<file path="config.mk">
export PLATFORM = sky130hd
export DESIGN_NAME = txCharSequencer
export DESIGN_NICKNAME = d
export VERILOG_FILES = /design/src/rtl/txseq_pkg.sv /design/src/rtl/txseq_ctrl.sv /design/src/rtl/txseq_dpath.sv /design/src/rtl/txCharSequencer.sv
export SDC_FILE = /design/constraint.sdc
export NUM_CORES = 1
export LEC_CHECK = 0
export ABC_AREA = 1
export BUFFER_PORTS_ARGS = -buffer_cell sky130_fd_sc_hd__buf_2
export CELL_PAD_IN_SITES_DETAIL_PLACEMENT = 2
export CELL_PAD_IN_SITES_GLOBAL_PLACEMENT = 2
export CORE_MARGIN = 5
export CORE_UTILIZATION = 23
export DETAILED_ROUTE_END_ITERATION = 16
export PLACE_DENSITY = 0.78
export SLEW_MARGIN = 25
export SYNTH_ARGS = -nofsm -noshare
export SYNTH_HDL_FRONTEND = slang
export SYNTH_SLANG_ARGS = --single-unit
</file>
<file path="constraint.sdc">
create_clock -name clk -period 1.48 [get_ports clk]
set_clock_uncertainty 0.15 [all_clocks]
set_input_delay 0.074 -clock clk [delete_from_list [all_inputs] [get_ports clk]]
set_output_delay 0.074 -clock clk [all_outputs]
set_load 0.05 [all_outputs]
</file>
<file path="src/rtl/txseq_pkg.sv">
package txseq_pkg;

  typedef enum logic [1:0] {
    CODE_DATA    = 2'b00,
    CODE_FILL    = 2'b01,
    CODE_SPECIAL = 2'b10,
    CODE_SYNC    = 2'b11
  } ctrlCode_t;

  // strobes from the control half to the datapath half
  typedef struct packed {
    logic sendFill;     // emit the filler byte as K
    logic sendSpecial;  // emit the input byte as K
    logic checkParity;  // inputs are decoded and parity is checked
  } seqStrobe_t;

endpackage

</file>
<file path="src/rtl/txseq_ctrl.sv">
module txseq_ctrl #(
  parameter int SYNC_LEN = 16,
  localparam int CNT_W = $clog2(SYNC_LEN)
) (
  input  logic                    clk,
  input  logic                    rst,
  input  logic [1:0]              ctrlIn,
  input  logic                    lockedMode,
  input  logic                    parEnable,
  output txseq_pkg::seqStrobe_t   strobe,
  output logic [CNT_W-1:0]        syncCount,
  output logic                    syncActive
);
  import txseq_pkg::*;

  localparam logic [CNT_W-1:0] LAST_IDX = CNT_W'(SYNC_LEN - 1);

  ctrlCode_t        code;
  logic             tailOpen;
  logic             holdBurst;
  logic [CNT_W-1:0] nextCount;
  logic             nextActive;

  assign code      = ctrlCode_t'(ctrlIn);
  assign tailOpen  = syncActive && (syncCount != LAST_IDX);
  assign holdBurst = tailOpen && (lockedMode || code == CODE_DATA);

  always_comb begin
    strobe      = '{sendFill: 1'b0, sendSpecial: 1'b0, checkParity: parEnable};
    nextCount   = '0;
    nextActive  = 1'b0;
    if (holdBurst) begin
      strobe.sendFill    = 1'b1;
      strobe.checkParity = 1'b0;
      nextCount          = syncCount + 1'b1;
      nextActive         = 1'b1;
    end else begin
      unique case (code)
        CODE_DATA:    ;
        CODE_FILL:    strobe.sendFill = 1'b1;
        CODE_SPECIAL: strobe.sendSpecial = 1'b1;
        CODE_SYNC: begin
          strobe.sendFill = 1'b1;
          nextActive      = 1'b1;
        end
        default:      ;
      endcase
    end
  end

  always_ff @(posedge clk) begin
    if (rst) begin
      syncCount  <= '0;
      syncActive <= 1'b0;
    end else begin
      syncCount  <= nextCount;
      syncActive <= nextActive;
    end
  end

endmodule

</file>
<file path="src/rtl/txseq_dpath.sv">
module txseq_dpath #(
  parameter int               DATA_W     = 8,
  parameter logic [DATA_W-1:0] FILL_BYTE = 8'hBC,
  parameter bit               ODD_PARITY = 1'b1
) (
  input  logic                  clk,
  input  logic                  rst,
  input  logic [DATA_W-1:0]     dataIn,
  input  logic                  parIn,
  input  txseq_pkg::seqStrobe_t strobe,
  output logic [DATA_W-1:0]     charOut,
  output logic                  charIsK,
  output logic                  charValid,
  output logic                  parityErr
);

  logic              parityBad;
  logic [DATA_W-1:0] nextChar;
  logic              nextK;

  generate
    if (ODD_PARITY) begin : g_odd
      assign parityBad = ~(^{dataIn, parIn});
    end else begin : g_even
      assign parityBad = ^{dataIn, parIn};
    end
  endgenerate

  always_comb begin
    nextChar = dataIn;
    nextK    = strobe.sendSpecial;
    if (strobe.sendFill) begin
      nextChar = FILL_BYTE;
      nextK    = 1'b1;
    end
  end

  always_ff @(posedge clk) begin
    if (rst) begin
      charOut   <= FILL_BYTE;
      charIsK   <= 1'b1;
      charValid <= 1'b0;
      parityErr <= 1'b0;
    end else begin
      charOut   <= nextChar;
      charIsK   <= nextK;
      charValid <= 1'b1;
      parityErr <= strobe.checkParity && parityBad;
    end
  end

endmodule

</file>
<file path="src/rtl/txCharSequencer.sv">
module txCharSequencer #(
  parameter int                DATA_W    = 8,
  parameter int                SYNC_LEN  = 16,
  parameter logic [DATA_W-1:0] FILL_BYTE = 8'hBC,
  localparam int               CNT_W     = $clog2(SYNC_LEN)
) (
  input  logic              clk,
  input  logic              rst,
  input  logic [DATA_W-1:0] dataIn,
  input  logic [1:0]        ctrlIn,
  input  logic              parIn,
  input  logic              parEnable,
  input  logic              lockedMode,
  output logic [DATA_W-1:0] charOut,
  output logic              charIsK,
  output logic              charValid,
  output logic              syncActive,
  output logic [CNT_W-1:0]  syncCount,
  output logic              parityErr
);

  txseq_pkg::seqStrobe_t strobe;

  txseq_ctrl #(.SYNC_LEN(SYNC_LEN)) u_ctrl (
    .clk        (clk),
    .rst        (rst),
    .ctrlIn     (ctrlIn),
    .lockedMode (lockedMode),
    .parEnable  (parEnable),
    .strobe     (strobe),
    .syncCount  (syncCount),
    .syncActive (syncActive)
  );

  txseq_dpath #(.DATA_W(DATA_W), .FILL_BYTE(FILL_BYTE), .ODD_PARITY(1'b1)) u_dpath (
    .clk       (clk),
    .rst       (rst),
    .dataIn    (dataIn),
    .parIn     (parIn),
    .strobe    (strobe),
    .charOut   (charOut),
    .charIsK   (charIsK),
    .charValid (charValid),
    .parityErr (parityErr)
  );

endmodule

</file>
======== Word-level counts from Yosys, hierarchy flattened ========
Cells that the tools add are included.
word-level totals
  flip-flop bits (word level) ............. 16
operators by class
  add/sub/neg operators ................... 1
  equality and inequality tests ........... 4
  mux-type cells .......................... 8
  bitwise gates (word level) .............. 2
  reductions and logical operators ........ 9
operators by type and width
  cell                   count
  $reduce_xor A9 Y1      1
  $mux W1                8
  $reduce_or A2 Y1       3
  $add A4 B1 Y4 const B  1
  $eq A2 B2 Y1 const B   2
  $ne A4 B4 Y1 const B   1
  $logic_and A1 B1 Y1    3
  $eq A2 B1 Y1 const B   1
  $logic_not A2 Y1       1
  $not A1 Y1             2
  $logic_or A1 B1 Y1     1

======== Longest topological paths before layout ========
Gate-level depths: netlist (run 1).
  depth after elaboration ................. 5
  depth in mapped cells ................... 9
  gate-level depth less buffers ........... 9

======== Modules after synthesis ========
From an unflattened synthesis (run 1), not the netlist that was laid out.
second synthesis, totals
  cells, all modules ...................... 87
  area, all modules ....................... 675.6 sq um
by module, submodules not included
  module       instances  cells an instance  area each (sq um)
  txseq_dpath  1          55                 441.7
  txseq_ctrl   1          32                 234.0

======== Worst setup path after synthesis (run 1) ========
OpenSTA, ideal clock, no wires.
  path kind ............................... reg2reg
  start ................................... reg u_ctrl.syncCount[0]
  end ..................................... reg u_dpath.charOut[2]
  data arrival time ....................... 1517 ps
  data required time ...................... 1210 ps
  slack ................................... -307 ps
  stages on the path, launching flop included .. 8
  period minus slack after synthesis ...... 1787 ps
  cells stage by stage .................... dfxtp_1 -> ha_1 -> nand2_1 -> o21ai_2 -> nor2_2 -> nor2_4 -> nand2_2 -> or2_1
between the ends
  longest elaborated chain between the ends .. 5
ends and longest elaborated chain
  element                     line               source
  from (decl)                 txseq_ctrl.sv:11   output logic [CNT_W-1:0] syncCount,
  from (signal assigned)      txseq_ctrl.sv:56   syncCount <= nextCount;
  $ne A4 B4 Y1                txseq_ctrl.sv:25   assign tailOpen = syncActive && (syncCount != LAST_IDX);
  $logic_and A1 B1 Y1         txseq_ctrl.sv:25
  $logic_and A1 B1 Y1         txseq_ctrl.sv:26   assign holdBurst = tailOpen && (lockedMode || code == CODE_DATA);
  $mux W1                     txseq_ctrl.sv:32   if (holdBurst) begin
  $reduce_or A2 Y1 (no line)  n/a
  to (signal assigned)        txseq_dpath.sv:45  charOut <= nextChar;
  to (decl)                   txseq_dpath.sv:11  output logic [DATA_W-1:0] charOut,
Every way passes these cells.
A chain may end at the register's enable or synchronous reset.

======== Final worst setup path (run 1) ========
Ends and elaborated chain as after synthesis.

==> reports/summary.txt, run 1 <==
Routed Antenna Nets: 0
layout cells sized above 1: 40.30%
WHS Path Cells: 5
Clock transition at path regs: 0.09 ns
cell taking the most area after synthesis: dfxtp_1
grt ovf: 0
ratio of final minimum period to clock period: 95.90%
synth unique cells: 18
Num CTS Buffers: 3
largest net degree at the start of global routing: 10
Place WS: -0.004011 ns
startpoint class of the critical path: flop
setup TNS: 0 ns
Arrival @ worst endpoint: 1.45 ns
TritonCTS clock tree: done
Seq. cell area: 330.3 um^2
# H-tree levels: 1
RD Place Congestion: 0.7448
Final Net Count: 151
Final Max Tran Viols: 0
compound-gate portion of the synthesized area: 4.598%
DRT iter0 DRCs: 2
RSZ-0062 raised after global routing: no
Hold EP: u_ctrl.syncCount[0]$_SDFF_PP0_
Tightest Hold Check Type: in -> reg
Commonest cells post-synth: nand2_1 (28), dfxtp_1 (16), inv_1 (12), nor2_1 (7), nand3_1 (4)
peak supply drop: 0.0004001 V
first-pass GRT wire length: 3.229 mm
worst-margin pin slew: 0.2547 ns
core region area: 0.002734 mm^2
prevailing post-synth register cell: dfxtp_1
max_slew headroom: 83.13%
area share of fa/ha/maj cells after synthesis: 1.916%
asr flop ratio synth: 0%
DR vias: 710
Max Cap Viol: 0
worst skew pair latency: 0.28 ns
Setup crit end kind: flop
Cells after Synth: 84
Avg Inst Size Synth: 7.775 um^2
Rows: 19
count leader, synth: nand2_1
gr usage total: 10.24%
PortBufs: 30
launching point of the worst reg2reg path: u_ctrl.syncCount[0]$_SDFF_PP0_
Worst Setup Path Type: reg -> reg
DRT Wirelength: 1.953 mm
Post-Syn Area: 653.1 um^2
Synth area leaders: dfxtp_1 (49%), nand2_1 (16%), inv_1 (6.9%)
Worst R2R Path Depth: 7
chip height: 63.29 um
io pins: 31
Leak Pwr: 0.5442 nW
Synth top area share: 49.04%
Post-Synth XOR/XNOR Area: 6.705%
f_max: 0.7045 GHz
Syn Nets: 100
Synthesis Warnings: 0
Avg WL per Cell: 11.84 um
Post-synth EDFFs: 0
Via density: 4.303
run status: completed
PwrDens: 895.0 mW/mm^2
root buffer selected by CTS: clkbuf_4
crit path time final: 1.419 ns
endpoints failing setup: 0
initial antenna violation count: 0
setup slack after layout: 0.06061 ns
Hold Vio Cnt, Final: 0
DIE AREA: 0.004006 mm^2
vias in the first global route: 788
largest family of logic cells by synthesized area: simple AND/OR/NAND/NOR gates
Fillers: 327
die width: 63.29 um
FF-to-FF End: u_dpath.charOut[2]$_SDFF_PP1_
mux cell area share after synthesis: 0%
Syn-to-layout area delta: 62.45%
Worst Path Required: 1.51 ns
antenna cells: 0
initial core utilization: 23.89%
sequential share of the synthesized area: 49.04%
area share of and/or/nand/nor cells after synthesis: 29.69%
Residual DRC: 0
Worst Path Max Fanout: 4
Detail Placement HPWL: 1.589 mm
reg-to-reg slack, setup: 0.06 ns
CTS Buffer Depth: 2
DR pass1 iterations: 2
multi-input gate area in the final layout: 302.8 um^2
hold_sp: lockedMode
CTS Sinks: 16
Seq cells post-synth: 16
==> registers in the layout, summed over array words and instances, names as in the netlist <==
name and cells:
u_dpath.parityErr 1, u_ctrl.syncCount 4, u_dpath.charValid 1, u_dpath.charIsK 1
u_ctrl.syncActive 1, u_dpath.charOut 8
==> per-layer routing <==
layer	track usage (%)	vias to the layer above	share of wire [%]
met4	4.675	0	1.5
met1	8.550	335	32
met3	3.552	4	6.5
met5	0	-	0
li1	-	352	-
met2	20.77	19	60
==> power by group <==
| part | internal, W | switching, W |
|---|---|---|
| sequential | 0.000444 | 0.00000550 |
| combinational | 0.0000817 | 0.000134 |
| clock | 0.000150 | 0.000135 |
| total | 0.000675 | 0.000274 |
==> critical path: stages (launching register included) <==
cell and delay, ns:
dfxtp_4 0.37, ha_4 0.13, nand2_2 0.06, o21ai_2 0.14
nor2_2 0.07, nor2_4 0.12, nand2_4 0.08, or2_1 0.20
==> worst max-delay path by stage <==
stage | from | end | slack, ns
6_report | u_ctrl.syncCount[0]$_SDFF_PP0_ | u_dpath.charOut[2]$_SDFF_PP1_ | 0.06
5_1_grt | u_ctrl.syncCount[0]$_SDFF_PP0_ | u_dpath.charOut[2]$_SDFF_PP1_ | 0.002
4_1_cts | u_ctrl.syncCount[1]$_SDFF_PP0_ | u_dpath.charOut[2]$_SDFF_PP1_ | 0.02
3_5_place_dp | u_ctrl.syncCount[0]$_SDFF_PP0_ | u_dpath.charOut[2]$_SDFF_PP1_ | -0.004
3_3_place_gp | u_ctrl.syncCount[0]$_SDFF_PP0_ | u_dpath.charOut[2]$_SDFF_PP1_ | 0.09
2_1_floorplan | u_ctrl.syncCount[0]$_SDFF_PP0_ | u_dpath.charOut[2]$_SDFF_PP1_ | 0.02
==> through the flow <==
step                area [um^2]  hold slack [ns]  total power, W  instances  util [%]
floorplan                 675.6       -0.0009760       0.0005810         84         -
global placement          864.6           0.1537       0.0006350        145     31.62
detailed placement        864.6           0.1551       0.0006427        145     31.62
CTS                        1041           0.1272       0.0009584        163     38.08
global route               1061           0.1441        0.001004        165     38.81
finish                     1061           0.1155       0.0009496        165     38.81
==> what timing repair did <==
action | in CTS | in global routing
pin swaps | 1 | 3
endpoints found under the hold margin | 12 | 0
setup buffers | 2 | 2
endpoints found under the setup margin | 1 | 7
hold buffers | 12 | 0
gates resized for setup | 1 | 3
==> area by class of cell <==
cell class | count | area share, %
tap | 31 | 3.656
timing repair buffer | 46 | 28.30
clock buffer | 4 | 3.420
inverter | 14 | 4.953
sequential | 16 | 31.13
multi-input combinational | 54 | 28.54
==> cells in the final DEF, fill, tap and decap left out <==
cell type      Yosys  routed
dfxtp_4            0       2
nor2_1             7       7
clkbuf_4           0       3
nand2_2            1       2
nor2_4             1       1
dlygate4sd3_1      0      12
ha_4               0       1
nor3b_2            1       1
clkbuf_8           0       1
nand2_1           28      26
a21oi_1            1       1
buf_2              0      30
dfxtp_2            0       2
nand2_4            0       1
xnor2_1            2       2
buf_4              0       4
o21ai_2            1       1
nand3_1            4       4
o31ai_1            1       1
inv_2              2       3
or2_1              1       1
nor2_2             1       1
inv_1             12      11
a21oi_2            1       1
xor2_1             3       3
dfxtp_1           16      12
==> cell families after synthesis <==
kind of cell             after synthesis
AND/OR/NAND/NOR                       44
flip-flops                            16
buffers and inverters                 14
XOR/XNOR                               5
AO/OA/AOI/OAI                          4
adder cells (fa/ha/maj)                1
Note: power is estimated with default switching activity, not from simulation.
==> run 2, diff against run 1 <==
--- a/config.mk
+++ b/config.mk
@@ -12,8 +12,10 @@
 export CORE_MARGIN = 5
 export CORE_UTILIZATION = 23
 export DETAILED_ROUTE_END_ITERATION = 16
+export HOLD_SLACK_MARGIN = 0.1
 export PLACE_DENSITY = 0.78
 export SLEW_MARGIN = 25
 export SYNTH_ARGS = -nofsm -noshare
 export SYNTH_HDL_FRONTEND = slang
+export SYNTH_HIERARCHICAL = 1
 export SYNTH_SLANG_ARGS = --single-unit
==> reports/summary.txt, run 2 <==
Seq cells post-synth: 16 (unchanged)
max FFs per register: 8 (unchanged)
synth unique cells: 14 (was 18)
Finished Layout Cells: 171 (was 165)
max_slew headroom: 83.17% (was 83.13%)
Post-Syn Area: 675.6 um^2 (was 653.1 um^2)
Worst R2R Path Depth: 7 (unchanged)
Arrival @ worst endpoint: 1.54 ns (was 1.45 ns)
Pwr Total: 0.0009452 W (was 0.0009496 W)
Syn Nets: 103 (was 100)
RD Place Congestion: 0.7892 (was 0.7448)
startpoint class of the critical path: primary input (was flop)
PortBufs: 30 (unchanged)
Cells after Synth: 87 (was 84)
Num CTS Buffers: 3 (unchanged)
peak supply drop: 0.0004345 V (was 0.0004001 V)
Worst Setup Path Type: in -> reg (was reg -> reg)
hold_ws: 0.1919 ns (was 0.1155 ns)
Post-synth EDFFs: 0 (unchanged)
fin util: 40.85% (was 38.81%)
Synth area leaders: dfxtp_1 (47%), inv_1 (11%), nand2_1 (10%) (was dfxtp_1 (49%), nand2_1 (16%), inv_1 (6.9%))
Detail Placement HPWL: 1.668 mm (was 1.589 mm)
CTS Sinks: 16 (unchanged)
Placed Cells incl. Taps: 149 (was 145)
count leader, synth: inv_1 (was nand2_1)
launching point of the worst reg2reg path: u_ctrl/syncCount[1]$_SDFF_PP0_ (was u_ctrl.syncCount[0]$_SDFF_PP0_)
run status: completed (unchanged)
prevailing post-synth register cell: dfxtp_1 (unchanged)
FF-to-FF End: u_dpath/charOut[2]$_SDFF_PP1_ (was u_dpath.charOut[2]$_SDFF_PP1_)
most common cell after layout, fill and taps aside: buf_2 (unchanged)
gr usage total: 12.95% (was 10.24%)
chip height: 64.20 um (was 63.29 um)
DRT Wirelength: 2.363 mm (was 1.953 mm)
Synth top area share: 47.41% (was 49.04%)
Syn-to-layout area delta: 68.15% (was 62.45%)
Clock transition at path regs: 0.10 ns (was 0.09 ns)
Commonest cells post-synth: inv_1 (19), nand2_1 (18), dfxtp_1 (16), nor2_1 (12) (was nand2_1 (28), dfxtp_1 (16), inv_1 (12), nor2_1 (7), nand3_1 (4))
core region area: 0.002781 mm^2 (was 0.002734 mm^2)
DIE AREA: 0.004122 mm^2 (was 0.004006 mm^2)
asr flop ratio synth: 0% (unchanged)
largest net degree at the start of global routing: 10 (unchanged)
initial antenna violation count: 0 (unchanged)
io pins: 31 (unchanged)
Hold EP: u_dpath/parityErr$_SDFF_PP0_ (was u_ctrl.syncCount[0]$_SDFF_PP0_)
reg-to-reg slack, setup: 0.08 ns (was 0.06 ns)
antenna cells: 0 (unchanged)
DR vias: 723 (was 710)
Worst Path Max Fanout: 3 (was 4)
endpoints failing setup: 0 (unchanged)
Avg Inst Size Synth: 7.766 um^2 (was 7.775 um^2)
vias in the first global route: 856 (was 788)
most frequent cells in the layout: buf_2 (29), nand2_1 (17), inv_1 (16) (was buf_2 (30), nand2_1 (26), dlygate4sd3_1 (12), dfxtp_1 (12), inv_1 (11))
PwrDens: 832.0 mW/mm^2 (was 895.0 mW/mm^2)
Synthesis Warnings: 6 (was 0)
Residual DRC: 0 (unchanged)
f_max: 0.6913 GHz (was 0.7045 GHz)
Rows: 19 (unchanged)
grt ovf: 0 (unchanged)
Via density: 4.228 (was 4.303)
initial core utilization: 24.29% (was 23.89%)
layout cells sized above 1: 45.00% (was 40.30%)
DR pass1 iterations: 4 (was 2)
ratio of final minimum period to clock period: 97.74% (was 95.90%)
sequential share of the synthesized area: 47.41% (was 49.04%)
root buffer selected by CTS: clkbuf_4 (unchanged)
Max Cap Viol: 0 (unchanged)
TritonCTS clock tree: done (unchanged)
Final Net Count: 157 (was 151)
design area: 0.001136 mm^2 (was 0.001061 mm^2)
cell taking the most area after synthesis: dfxtp_1 (unchanged)
Hold Vio Cnt, Final: 0 (unchanged)
die width: 64.20 um (was 63.29 um)
DRT iter0 DRCs: 15 (was 2)
crit path time final: 1.447 ns (was 1.419 ns)
first-pass GRT wire length: 4.091 mm (was 3.229 mm)
Final Max Tran Viols: 0 (unchanged)
worst-margin pin slew: 0.2507 ns (was 0.2547 ns)
CTS Buffer Depth: 2 (unchanged)
Post-DP Area: 914.6 um^2 (was 864.6 um^2)
# H-tree levels: 1 (unchanged)
Biggest register: u_dpath/charOut (was u_dpath.charOut)
Routed Antenna Nets: 0 (unchanged)
Leak Pwr: 0.5852 nW (was 0.5442 nW)
WHS Path Cells: 6 (was 5)
worst skew pair latency: 0.29 ns (was 0.28 ns)
hold_sp: parIn (was lockedMode)
Tightest Hold Check Type: in -> reg (unchanged)
Top Registers: u_dpath/charOut x8, u_ctrl/syncCount x4 (was u_dpath.charOut x8, u_ctrl.syncCount x4)
Avg WL per Cell: 13.82 um (was 11.84 um)
Worst Path Required: 1.57 ns (was 1.51 ns)
Setup crit end kind: flop (unchanged)
-- run 2: cell count changes after synthesis, moves of 2 or more --
cell | previous run | this run
inv_2 | 2 | 0
xor2_1 | 3 | 1
nor2_1 | 7 | 12
nand3_2 | 0 | 3
nand2_1 | 28 | 18
inv_1 | 12 | 19
or2_2 | 0 | 3
nand2_2 | 1 | 4
-- run 2: what timing repair did --
item	in CTS	in global routing
hold buffers	14	0
endpoints found under the setup margin	2	10
gates resized for setup	0	7
cloned	0	0
buffers inserted	4	0
hold endpoints to repair	16	0
pin swaps	1	1
-- run 2: cell type report --
cell class,instances,area (um^2)
flip-flops and latches,16,330.3
well taps,31,38.79
fillers,318,1645
clock buffers,4,26.28
multi-input cells,52,339.1
repair buffers,49,330.3
inverters,19,71.32
-- run 2: how the worst max path moves through the flow --
stage / start / endpoint / slack [ns] / cells past startpoint
6_report: rst / u_ctrl/syncActive$_SDFF_PP0_ / 0.03 / 6
5_1_grt: rst / u_ctrl/syncActive$_SDFF_PP0_ / -0.004 / 6
4_1_cts: u_ctrl/syncCount[1]$_SDFF_PP0_ / u_dpath/charOut[2]$_SDFF_PP1_ / 0.02 / 7
3_5_place_dp: u_ctrl/syncCount[1]$_SDFF_PP0_ / u_dpath/charOut[2]$_SDFF_PP1_ / 0.03 / 7
3_3_place_gp: u_ctrl/syncCount[1]$_SDFF_PP0_ / u_dpath/charIsK$_SDFF_PP1_ / 0.1 / 7
2_1_floorplan: u_ctrl/syncCount[1]$_SDFF_PP0_ / u_dpath/charIsK$_SDFF_PP1_ / -0.06 / 7
-- run 2: critical path, stage by stage --
cell and delay [ns]:
dlygate4sd3_1 0.54, buf_4 0.16, inv_2 0.06, nand3_1 0.07
dlygate4sd3_1 0.57, nand2_1 0.07
-- run 2: per-layer routing --
metal  track usage [%]  vias to the layer above  wire length, um  share of wire [%]
met3             3.152                        4              120                5.1
met4             5.344                        0               38                1.6
met5                 0                        -                0                  0
met2             25.00                       19             1329                 56
li1                  -                      360                -                  -
met1             12.97                      340              876                 37
-- run 2: logic make-up after synthesis --
| kind of cell | count (synthesis) | synth area share (%) |
|---|---|---|
| AOI/OAI and AO/OA | 2 | 2.593 |
| xor gates and xnor gates | 4 | 5.186 |
| adders and majority gates | 1 | 1.852 |
| buffers and inverters | 19 | 10.56 |
| DFF | 16 | 47.41 |
| and+or+nand+nor | 45 | 32.41 |
-- run 2: where the power goes --
| group | switching (W) | internal, W |
|---|---|---|
| clock network | 0.000148 | 0.000105 |
| registers | 0.00000706 | 0.000444 |
| logic | 0.000148 | 0.0000929 |
| total | 0.000303 | 0.000642 |
-- run 2: through the flow --
stage / TNS [ns] / setup slack [ns]
floorplan: -0.1673 / -0.05576
global placement: 0 / 0.09609
detailed placement: 0 / 0.02948
CTS: 0 / 0.01609
global route: -0.004082 / -0.004082
finish: 0 / 0.03349
